--- src/rtl/mbx_pkg.sv ---
package mbx_pkg;
  localparam int unsigned OPC_W = 16;
  localparam int unsigned RC_W  = 16;
  localparam int unsigned LEN_W = 21;
  localparam int unsigned PCT_W = 7;

  localparam logic [RC_W-1:0]  RC_OK    = 16'h0000;
  localparam logic [RC_W-1:0]  RC_BG    = 16'h0001;
  localparam logic [PCT_W-1:0] PCT_DONE = 7'd100;

  typedef enum logic [2:0] {
    REG_CAP  = 3'd0,
    REG_CTRL = 3'd1,
    REG_OPC  = 3'd2,
    REG_LEN  = 3'd3,
    REG_STAT = 3'd4,
    REG_BGA  = 3'd5,
    REG_BGB  = 3'd6,
    REG_DEV  = 3'd7
  } reg_idx_e;
endpackage

--- src/rtl/mbx_pl_ram.sv ---
module mbx_pl_ram #(
  parameter int unsigned AW = 6,
  parameter int unsigned DW = 32
) (
  input  logic          clk,
  input  logic          we,
  input  logic [AW-1:0] waddr,
  input  logic [DW-1:0] wdata,
  input  logic [AW-1:0] ra_addr,
  input  logic [AW-1:0] rb_addr,
  output logic [DW-1:0] ra_data,
  output logic [DW-1:0] rb_data
);
  localparam int unsigned DEPTH = 1 << AW;

  logic [DW-1:0] mem [DEPTH];

  always_ff @(posedge clk) begin
    if (we) mem[waddr] <= wdata;
    ra_data <= mem[ra_addr];
    rb_data <= mem[rb_addr];
  end
endmodule

--- src/rtl/mbx_bg_track.sv ---
module mbx_bg_track
  import mbx_pkg::*;
#(
  parameter bit IRQ_CAP = 1'b1
) (
  input  logic             clk,
  input  logic             rst,
  input  logic             load,
  input  logic [OPC_W-1:0] load_opc,
  input  logic             upd_we,
  input  logic [PCT_W-1:0] upd_pct,
  input  logic [RC_W-1:0]  upd_rc,
  input  logic             irq_en,
  output logic [OPC_W-1:0] bg_opc,
  output logic [PCT_W-1:0] bg_pct,
  output logic [RC_W-1:0]  bg_rc,
  output logic             irq
);
  always_ff @(posedge clk) begin
    if (rst) begin
      bg_opc <= '0;
      bg_pct <= '0;
      bg_rc  <= '0;
    end else if (load) begin
      bg_opc <= load_opc;
      bg_pct <= '0;
      bg_rc  <= '0;
    end else if (upd_we) begin
      bg_pct <= upd_pct;
      bg_rc  <= upd_rc;
    end
  end

  generate
    if (IRQ_CAP) begin : g_irq
      logic irq_q;
      always_ff @(posedge clk) begin
        if (rst) irq_q <= 1'b0;
        else     irq_q <= irq_en && !load && upd_we &&
                          (upd_pct == PCT_DONE) && (bg_pct != PCT_DONE);
      end
      assign irq = irq_q;

      // the pulse lasts one cycle
      p_irq_single_r10: assert property (@(posedge clk) disable iff (rst)
        irq |=> !irq);
      // no pulse unless enabled at the update edge
      p_irq_enabled_r10: assert property (@(posedge clk) disable iff (rst)
        irq |-> $past(irq_en));
      // pulse only after a progress update
      p_irq_cause_r10: assert property (@(posedge clk) disable iff (rst)
        irq |-> $past(upd_we));
    end else begin : g_noirq
      assign irq = 1'b0;
    end
  endgenerate
endmodule

--- src/rtl/mbx_regs.sv ---
module mbx_regs
  import mbx_pkg::*;
#(
  parameter int unsigned PL_AW   = 6,
  parameter bit          IRQ_CAP = 1'b1,
  parameter int unsigned MSG_NUM = 3
) (
  input  logic                clk,
  input  logic                rst,
  input  logic                hwr_en,
  input  logic                hrd_en,
  input  logic [PL_AW:0]      haddr,
  input  logic [31:0]         hwdata,
  output logic [31:0]         hrdata,
  output logic                hrd_valid,
  output logic                dev_ring,
  output logic [15:0]         dev_opcode,
  output logic [20:0]         dev_len,
  input  logic                dev_done,
  input  logic [15:0]         dev_rc,
  input  logic [20:0]         dev_out_len,
  input  logic                dev_pl_we,
  input  logic [PL_AW-1:0]    dev_pl_addr,
  input  logic [31:0]         dev_pl_wdata,
  output logic [31:0]         dev_pl_rdata,
  input  logic                dev_bg_we,
  input  logic [6:0]          dev_bg_pct,
  input  logic [15:0]         dev_bg_rc,
  input  logic                stat_ready,
  input  logic                stat_fatal,
  input  logic                stat_fwhalt,
  output logic                bg_irq
);
  localparam int unsigned HA_W     = PL_AW + 1;
  localparam int unsigned SIZE_EXP = PL_AW + 2;
  localparam int unsigned PL_BYTES = 4 << PL_AW;
  localparam logic [LEN_W-1:0] LEN_MAX = LEN_W'(PL_BYTES);
  localparam logic [31:0] CAP_WORD = 32'(SIZE_EXP) |
                                     (32'(IRQ_CAP) << 6) |
                                     ((32'(MSG_NUM) & 32'hF) << 8);

  logic             db_q, irq_en_q;
  logic [OPC_W-1:0] opc_q;
  logic [LEN_W-1:0] len_q;
  logic [RC_W-1:0]  rc_q;
  logic [31:0]      reg_rd_q;
  logic             rd_pl_q;

  logic             is_pl, reg_hit;
  reg_idx_e         ridx;
  logic             host_pl_we, dev_we_ok, ram_we, post;
  logic [PL_AW-1:0] ram_waddr;
  logic [31:0]      ram_wdata, ram_a_data;
  logic [31:0]      reg_mux;
  logic [OPC_W-1:0] bg_opc;
  logic [PCT_W-1:0] bg_pct;
  logic [RC_W-1:0]  bg_rc;

  assign is_pl   = haddr[HA_W-1];
  assign reg_hit = !is_pl && (haddr[HA_W-2:3] == '0);
  assign ridx    = reg_idx_e'(haddr[2:0]);
  assign post    = dev_done && db_q;

  // doorbell, control and command fields
  always_ff @(posedge clk) begin
    if (rst) begin
      db_q     <= 1'b0;
      irq_en_q <= 1'b0;
      opc_q    <= '0;
      len_q    <= '0;
      rc_q     <= '0;
    end else begin
      if (hwr_en && reg_hit && ridx == REG_CTRL) irq_en_q <= hwdata[1];
      if (db_q) begin
        if (dev_done) begin
          db_q  <= 1'b0;
          rc_q  <= dev_rc;
          len_q <= dev_out_len;
        end
      end else if (hwr_en && reg_hit) begin
        case (ridx)
          REG_CTRL: if (hwdata[0]) db_q <= 1'b1;
          REG_OPC:  opc_q <= hwdata[OPC_W-1:0];
          REG_LEN:  len_q <= hwdata[LEN_W-1:0];
          default:  ;
        endcase
      end
    end
  end

  // payload write port: host owns it while idle, device while ringing
  assign host_pl_we = hwr_en && is_pl && !db_q;
  assign dev_we_ok  = dev_pl_we && db_q;
  assign ram_we     = host_pl_we || dev_we_ok;
  assign ram_waddr  = db_q ? dev_pl_addr  : haddr[PL_AW-1:0];
  assign ram_wdata  = db_q ? dev_pl_wdata : hwdata;

  mbx_pl_ram #(.AW(PL_AW), .DW(32)) u_ram (
    .clk     (clk),
    .we      (ram_we),
    .waddr   (ram_waddr),
    .wdata   (ram_wdata),
    .ra_addr (haddr[PL_AW-1:0]),
    .rb_addr (dev_pl_addr),
    .ra_data (ram_a_data),
    .rb_data (dev_pl_rdata)
  );

  mbx_bg_track #(.IRQ_CAP(IRQ_CAP)) u_bg (
    .clk      (clk),
    .rst      (rst),
    .load     (post && dev_rc == RC_BG),
    .load_opc (opc_q),
    .upd_we   (dev_bg_we),
    .upd_pct  (dev_bg_pct),
    .upd_rc   (dev_bg_rc),
    .irq_en   (irq_en_q),
    .bg_opc   (bg_opc),
    .bg_pct   (bg_pct),
    .bg_rc    (bg_rc),
    .irq      (bg_irq)
  );

  always_comb begin
    reg_mux = '0;
    if (reg_hit) begin
      case (ridx)
        REG_CAP:  reg_mux = CAP_WORD;
        REG_CTRL: reg_mux = {30'b0, irq_en_q, db_q};
        REG_OPC:  reg_mux = {16'b0, opc_q};
        REG_LEN:  reg_mux = {11'b0, len_q};
        REG_STAT: reg_mux = {16'b0, rc_q};
        REG_BGA:  reg_mux = {9'b0, bg_pct, bg_opc};
        REG_BGB:  reg_mux = {16'b0, bg_rc};
        REG_DEV:  reg_mux = {29'b0, stat_ready, stat_fwhalt, stat_fatal};
        default:  reg_mux = '0;
      endcase
    end
  end

  always_ff @(posedge clk) begin
    if (rst) begin
      hrd_valid <= 1'b0;
      rd_pl_q   <= 1'b0;
      reg_rd_q  <= '0;
    end else begin
      hrd_valid <= hrd_en;
      if (hrd_en) begin
        rd_pl_q  <= is_pl;
        reg_rd_q <= reg_mux;
      end
    end
  end

  assign hrdata     = rd_pl_q ? ram_a_data : reg_rd_q;
  assign dev_ring   = db_q;
  assign dev_opcode = opc_q;
  assign dev_len    = (len_q > LEN_MAX) ? LEN_MAX : len_q;

  // doorbell rises only from a host write
  p_ring_by_host_r3: assert property (@(posedge clk) disable iff (rst)
    $rose(dev_ring) |-> $past(hwr_en));
  // doorbell falls only on device completion
  p_clear_by_dev_r5: assert property (@(posedge clk) disable iff (rst)
    $fell(dev_ring) |-> $past(dev_done));
  // return code frozen while the doorbell is low
  p_status_frozen_r6: assert property (@(posedge clk) disable iff (rst)
    !$past(dev_ring) |-> $stable(rc_q));
  // opcode cannot change while ringing
  p_opcode_locked_r4: assert property (@(posedge clk) disable iff (rst)
    $past(dev_ring) |-> $stable(dev_opcode));
  // one valid per read strobe
  p_read_valid_r12: assert property (@(posedge clk) disable iff (rst)
    hrd_en |=> hrd_valid);
endmodule

--- config.mk ---
export PLATFORM = sky130hd
export DESIGN_NAME = mbx_regs
export DESIGN_NICKNAME = d
export VERILOG_FILES = /design/src/rtl/mbx_pkg.sv /design/src/rtl/mbx_pl_ram.sv /design/src/rtl/mbx_bg_track.sv /design/src/rtl/mbx_regs.sv
export SDC_FILE = /design/constraint.sdc
export NUM_CORES = 2
export LEC_CHECK = 0
export ABC_AREA = 0
export ABC_CLOCK_PERIOD_IN_PS = 5650
export CAP_MARGIN = 10
export CELL_PAD_IN_SITES_DETAIL_PLACEMENT = 0
export CELL_PAD_IN_SITES_GLOBAL_PLACEMENT = 1
export CORE_MARGIN = 5
export CORE_UTILIZATION = 55
export DETAILED_ROUTE_END_ITERATION = 16
export HOLD_SLACK_MARGIN = 0.08
export PLACE_DENSITY_LB_ADDON = 0.1
export SLEW_MARGIN = 10
export SYNTH_ARGS = -nofsm -noshare
export SYNTH_HDL_FRONTEND = slang
export SYNTH_SLANG_ARGS = --single-unit
--- constraint.sdc ---
create_clock -name clk -period 5.65 [get_ports clk]
set_clock_uncertainty 0.1 [all_clocks]
set_input_delay 1.13 -clock clk [delete_from_list [all_inputs] [get_ports clk]]
set_output_delay 1.13 -clock clk [all_outputs]
set_load 0.01 [all_outputs]
; Word-level counts from Yosys, hierarchy flattened
; Memories as Yosys holds them, arrays and structs flattened. A register that Yosys moved wholly into a read port is not among the register bits.
; Index checks and enable logic that the tools add are counted.
[word_totals]
output_inout_bits = 104
register_bits = 129
memories = 1
input_bits = 147
elab_cells = 67
ram_bits = 2048
[mem_list]
columns = memory, words, width, rd, rd_clocked_by_memory_dff, wr, line_no
row1 = u_ram.mem, 64, 32, 2, 2, 1, mbx_pl_ram.sv:16  ; logic [DW-1:0] mem [DEPTH];
[op_classes]
magnitude_cmp = 1
bitwise = 1
n_mux = 17
n_reduce_logical = 24
n_eq_ne = 11
[op_table]
columns = operator, count
row1 = $pmux W32 S8, 1
row2 = $mux W21, 5
row3 = $mux W32, 3
row4 = $gt A21 B9 Y1 const B, 1
row5 = $eq A16 B1 Y1 const B, 1
row6 = $eq A3 B3 Y1 const B, 4
row7 = $logic_and A1 B1 Y1, 12
row8 = $eq A7 B7 Y1 const B, 1
row9 = $mux W1, 7
row10 = $ne A7 B7 Y1 const B, 1
row11 = $eq A3 B2 Y1 const B, 2
row12 = $logic_not A3 Y1, 2
row13 = $mux W6, 1
row14 = $reduce_and A3 Y1, 2
row15 = $reduce_bool A2 Y1, 2
row16 = $eq A3 B1 Y1 const B, 1
row17 = $logic_not A1 Y1, 3
row18 = $ne A2 B2 Y1 const B, 1
row19 = $reduce_and A2 Y1, 1
row20 = $reduce_or A2 Y1, 1
row21 = $logic_or A1 B1 Y1, 1
row22 = $not A1 Y1, 1

; Longest topological paths before layout
[depth]
ltp_word = 7
mapped_depth = 11
depth_no_buf = 5

; Modules after synthesis
; Synthesis repeated with hierarchy kept, for this count alone.
[hier_totals]
cells_unflattened = 5056
hier_area_um2 = 101869.0
[modules_own_cells]
columns = mod, area_per_inst_um2, cells_each, instances, seq_area_each_um2
row1 = mbx_pl_ram, 95660.5, 4412, 1, 62780.2
row2 = mbx_regs, 4852.2, 531, 1, 1601.5
row3 = mbx_bg_track, 1356.3, 113, 1, 800.8

; Worst setup path after synthesis
; No wires, ideal clock.
[synth_path]
path_type = input-to-reg
startpoint = input haddr[0]
endpoint = memory u_ram.mem[14][0], enable pin
t_arrival_ns = 3.983
n_path_buf = 5
required_time_ns = 5.129
setup_ns = 0.421
cell_stages = 8
setup_slack_ns = 1.146
path_cell_list = buf_4 > buf_4 > buf_4 > buf_4 > buf_4 > o31ai_1 > nand2_1 > nor2_1
[synth_via]
elab_chain_len = 1
[synth_rtl]
columns = element, line_no
row1 = from (decl), mbx_regs.sv:12  ; input logic [PL_AW:0] haddr,
row2 = $mux W6, mbx_regs.sv:95  ; assign ram_waddr = db_q ? dev_pl_addr : haddr[PL_AW-1:0];
row3 = to (decl), mbx_pl_ram.sv:16
; No other way between the ends.

; Final worst setup path
[layout_path]
startpoint = register len_q[11]
endpoint = output dev_len[0]
[layout_via]
elab_chain_len = 2
[layout_rtl]
columns = element, line_no
row1 = from (decl), mbx_regs.sv:44  ; logic [LEN_W-1:0] len_q;
row2 = from (signal assigned), mbx_regs.sv:78  ; len_q <= dev_out_len;
row3 = from (signal assigned), mbx_regs.sv:84  ; REG_LEN: len_q <= hwdata[LEN_W-1:0];
row4 = $gt A21 B9 Y1, mbx_regs.sv:158  ; assign dev_len = (len_q > LEN_MAX) ? LEN_MAX : len_q;
row5 = $mux W21, mbx_regs.sv:158
row6 = to (decl), mbx_regs.sv:18  ; output logic [20:0] dev_len,
; No other way between the ends.

==> results.py <==
metrics = {
    "worst_setup_path": {
        "endpoint_kind": "output port",
        "cp-start-kind": "register",
        "slowest_stage": "clkdlybuf4s50_1",
        "worstPathCellList": "nor4_1 > nand3_1 > a21oi_1 > and2_1 > clkdlybuf4s50_1",
        "critPathArrivalTime_ns": 3.04,
        "worstPathMaxFanout": 8,
        "critPathKind": "register to output port",
        "slowest_delay_ns": 0.58,
        "path_buf_inv": 1,
        "crit_required_ns": 4.42,
        "cp_top_family": "simple AND/OR/NAND/NOR gates",
    },
    "floorplanning": {
        "start_util": 0.552,
        "io_pins": 251,
        "core_area_um2": 185000,
        "fp.dieW_um": 441,
        "dieHeight_um": 441,
        "die_area_um2": 195000,
        "placementRows": 158,
    },
    "finish": {
        "seqCellArea_um2": 65200,
        "nNetsFinal": 5748,
        "nFillCells": 13000,
        "multi_input_area_um2": 35400,
        "final_layout_size_suffix_gt1_frac": 0.333,
        "syn2layout_area_growth_pct": 14.0,
        "final_cells": 8288,
    },
    "hold_path": {
        "min_path_type": "register to register",
    },
    "timing": {
        "fin_crit_sh": 0.755,
        "fin_crit_ns": 4.27,
        "max_clock_freq_mhz": 234,
        "slew_headroom": 0.131,
        "worst_pin_slew_ns": 1.30,
        "tns_ns": 0,
        "setup_viol": 0,
        "finalHoldViolCount": 0,
        "finalMaxSlewViolations": 0,
        "rsz0062_at_grt": "no",
    },
    "yosys": {
        "postSynthCellCount": 5286,
        "synth_edf_count": 2048,
        "synth_warnings": 0,
        "synthArstFlopShare": 0,
        "ys_types": 64,
        "synth.largest_area_cell": "edfxtp_1",
        "synth_ff_type": "edfxtp_1",
        "synth_top_cell_area_share": 0.601,
        "syn_area_per_cell_um2": 19.4,
        "synth_seq_cells": 2232,
        "ys_seq_area_frac": 0.637,
        "synth.most_common_cell": "edfxtp_1",
        "synthTopCellsByArea": "edfxtp_1, mux4_2, dfxtp_1, mux2i_1, mux2_2",
        "synth_area_um2": 102000,
        "yosys-top-cells-count": "edfxtp_1, mux4_2, nand2_1, mux2i_1, nor2_1",
    },
    "job": {
        "maxCapViolations": 0,
    },
    "clock_network": {
        "cts_max_path_buffers": 3,
        "cts_sinks": 2232,
        "ctsResizeCount": 0,
        "postCtsHoldBufs": 0,
        "clk_latency_ns": 0.87,
        "cts_tree": "done",
        "cts_root_buffer": "clkbuf_16",
        "postCtsSetupBuffers": 0,
        "clk_pin_slew_worst_paths_ns": 0.06,
        "cts_htree_levels": 4,
        "cts_buffers": 224,
    },
    "global_routing": {
        "grt_pass1_wl_um": 461000,
        "antenna_found_initial": 15,
        "grt_remaining_overflow": 0,
        "track_usage": 0.342,
        "grt_pass1_vias": 59500,
        "grt_max_degree": 89,
    },
    "route": {
        "drt-wirelength-per-cell_um": 40.0,
        "vias": 59500,
        "totalWireLength_um": 331000,
        "drc": 0,
        "drt_iter0_markers": 7934,
        "vias_per_cell": 7.17,
        "firstDrtPassIters": 8,
        "ant_nets": 0,
    },
    "pwr": {
        "cellLeakagePower_nw": 37.1,
        "ir_drop_mv": 0.265,
        "powerDensity_nw_per_um2": 314,
    },
    "run_status": {
        "status": "finished, final reports clean",
    },
    "place": {
        "port_buffers": 238,
        "dp_hpwl_um": 199000,
        "globalplace.congestion": 0.888,
        "placed_cells": 7854,
    },
}
[state kept, by name (all words and copies together) (netlist names)]
| register | count |
|---|---|
| irq_en_q | 1 |
| u_bg.irq | 1 |
| u_bg.bg_opc | 16 |
| u_bg.bg_pct | 7 |
| dev_opcode | 16 |
| u_ram.ra_data | 32 |
| u_bg.bg_rc | 16 |
| rd_pl_q | 1 |
| dev_ring | 1 |
| len_q | 21 |
| u_ram.mem | 2048 |
| u_ram.rb_data | 32 |
| hrd_valid | 1 |
| rc_q | 16 |
| reg_rd_q | 23 |
[metal layers]
metal | vias up | track usage | share of wire | wire length [um]
li1 | 23100 | - | - | -
met1 | 31600 | 0.458 | 0.36 | 118000
met2 | 4083 | 0.537 | 0.47 | 157000
met3 | 694 | 0.0730 | 0.11 | 36000
met4 | 10 | 0.173 | 0.061 | 20200
met5 | - | 0 | 0.00017 | 57
[final timing paths]
check | cells after the start | slack, ns | from | end
hold reg to reg | 2 | 0.36 | rc_q[13]$_SDFFE_PP0P_ | rc_q[13]$_SDFFE_PP0P_
setup reg to reg | 5 | 2.14 | dev_ring$_SDFF_PP0_ | u_ram.mem[14][24]$_DFFE_PP_
hold / removal | 2 | 0.36 | rc_q[13]$_SDFFE_PP0P_ | rc_q[13]$_SDFFE_PP0P_
setup / recovery | 5 | 1.38 | len_q[11]$_SDFFE_PP0P_ | dev_len[0]
[placed cells by master, fill, tap and decap left out, drive strengths merged, types with 29 or more instances in the layout]
master	count
edfxtp	2048
mux4	1111
clkbuf	294
buf	277
nand2	266
mux2i	264
clkdlybuf4s50	225
nor2	202
dfxtp	184
mux2	121
a21oi	116
clkinv	94
o22ai	77
a22oi	54
nor3	54
a211oi	48
nor2b	39
o21ai	32
inv	30
nand3	29
[metrics by stage]
step                      area [um^2]  setup slack (ns)  hold slack (ns)  total power, mW   util
after floorplan                102000              1.15            0.334             20.4      -
after global placement         109000              1.03            0.343             21.6  0.589
after detailed placement       109000              1.02            0.349             21.7  0.589
after CTS                      117000              1.32            0.357             36.8  0.630
after global routing           117000              1.21            0.374             37.6  0.630
final                          117000              1.38            0.357             36.6  0.630
[cells by family after synthesis]
| group | after synthesis | synth area share |
|---|---|---|
| multiplexers | 1496 | 0.284 |
| AO/OA/AOI/OAI | 429 | 0.0279 |
| flip-flops | 2232 | 0.637 |
| buffers and inverters | 452 | 0.0217 |
| AND/OR/NAND/NOR | 676 | 0.0293 |
| other | 1 | 0.0000367 |
[cell type report]
cell class,instances,area share
Multi-Input combinational cell,2613,0.304
Clock inverter,135,0.0123
Inverter,26,0.000901
Clock buffer,292,0.0525
Tap cell,2480,0.0266
Antenna cell,6,0.000129
Sequential cell,2232,0.559
Timing Repair Buffer,504,0.0449
[worst min-delay path, delay by kind of cell (launching register included)]
kind / cells / cell delay, ns
and+or+nand+nor: 1 / 0.05
DFF: 1 / 0.31
AOI/OAI and AO/OA: 1 / 0.05
[power by group]
part,switching [mW],internal [mW],total [mW]
registers,0.144,18.2,18.3
logic,1.74,1.29,3.03
clock network,6.42,8.87,15.3
(Power assumes the default switching activity.)
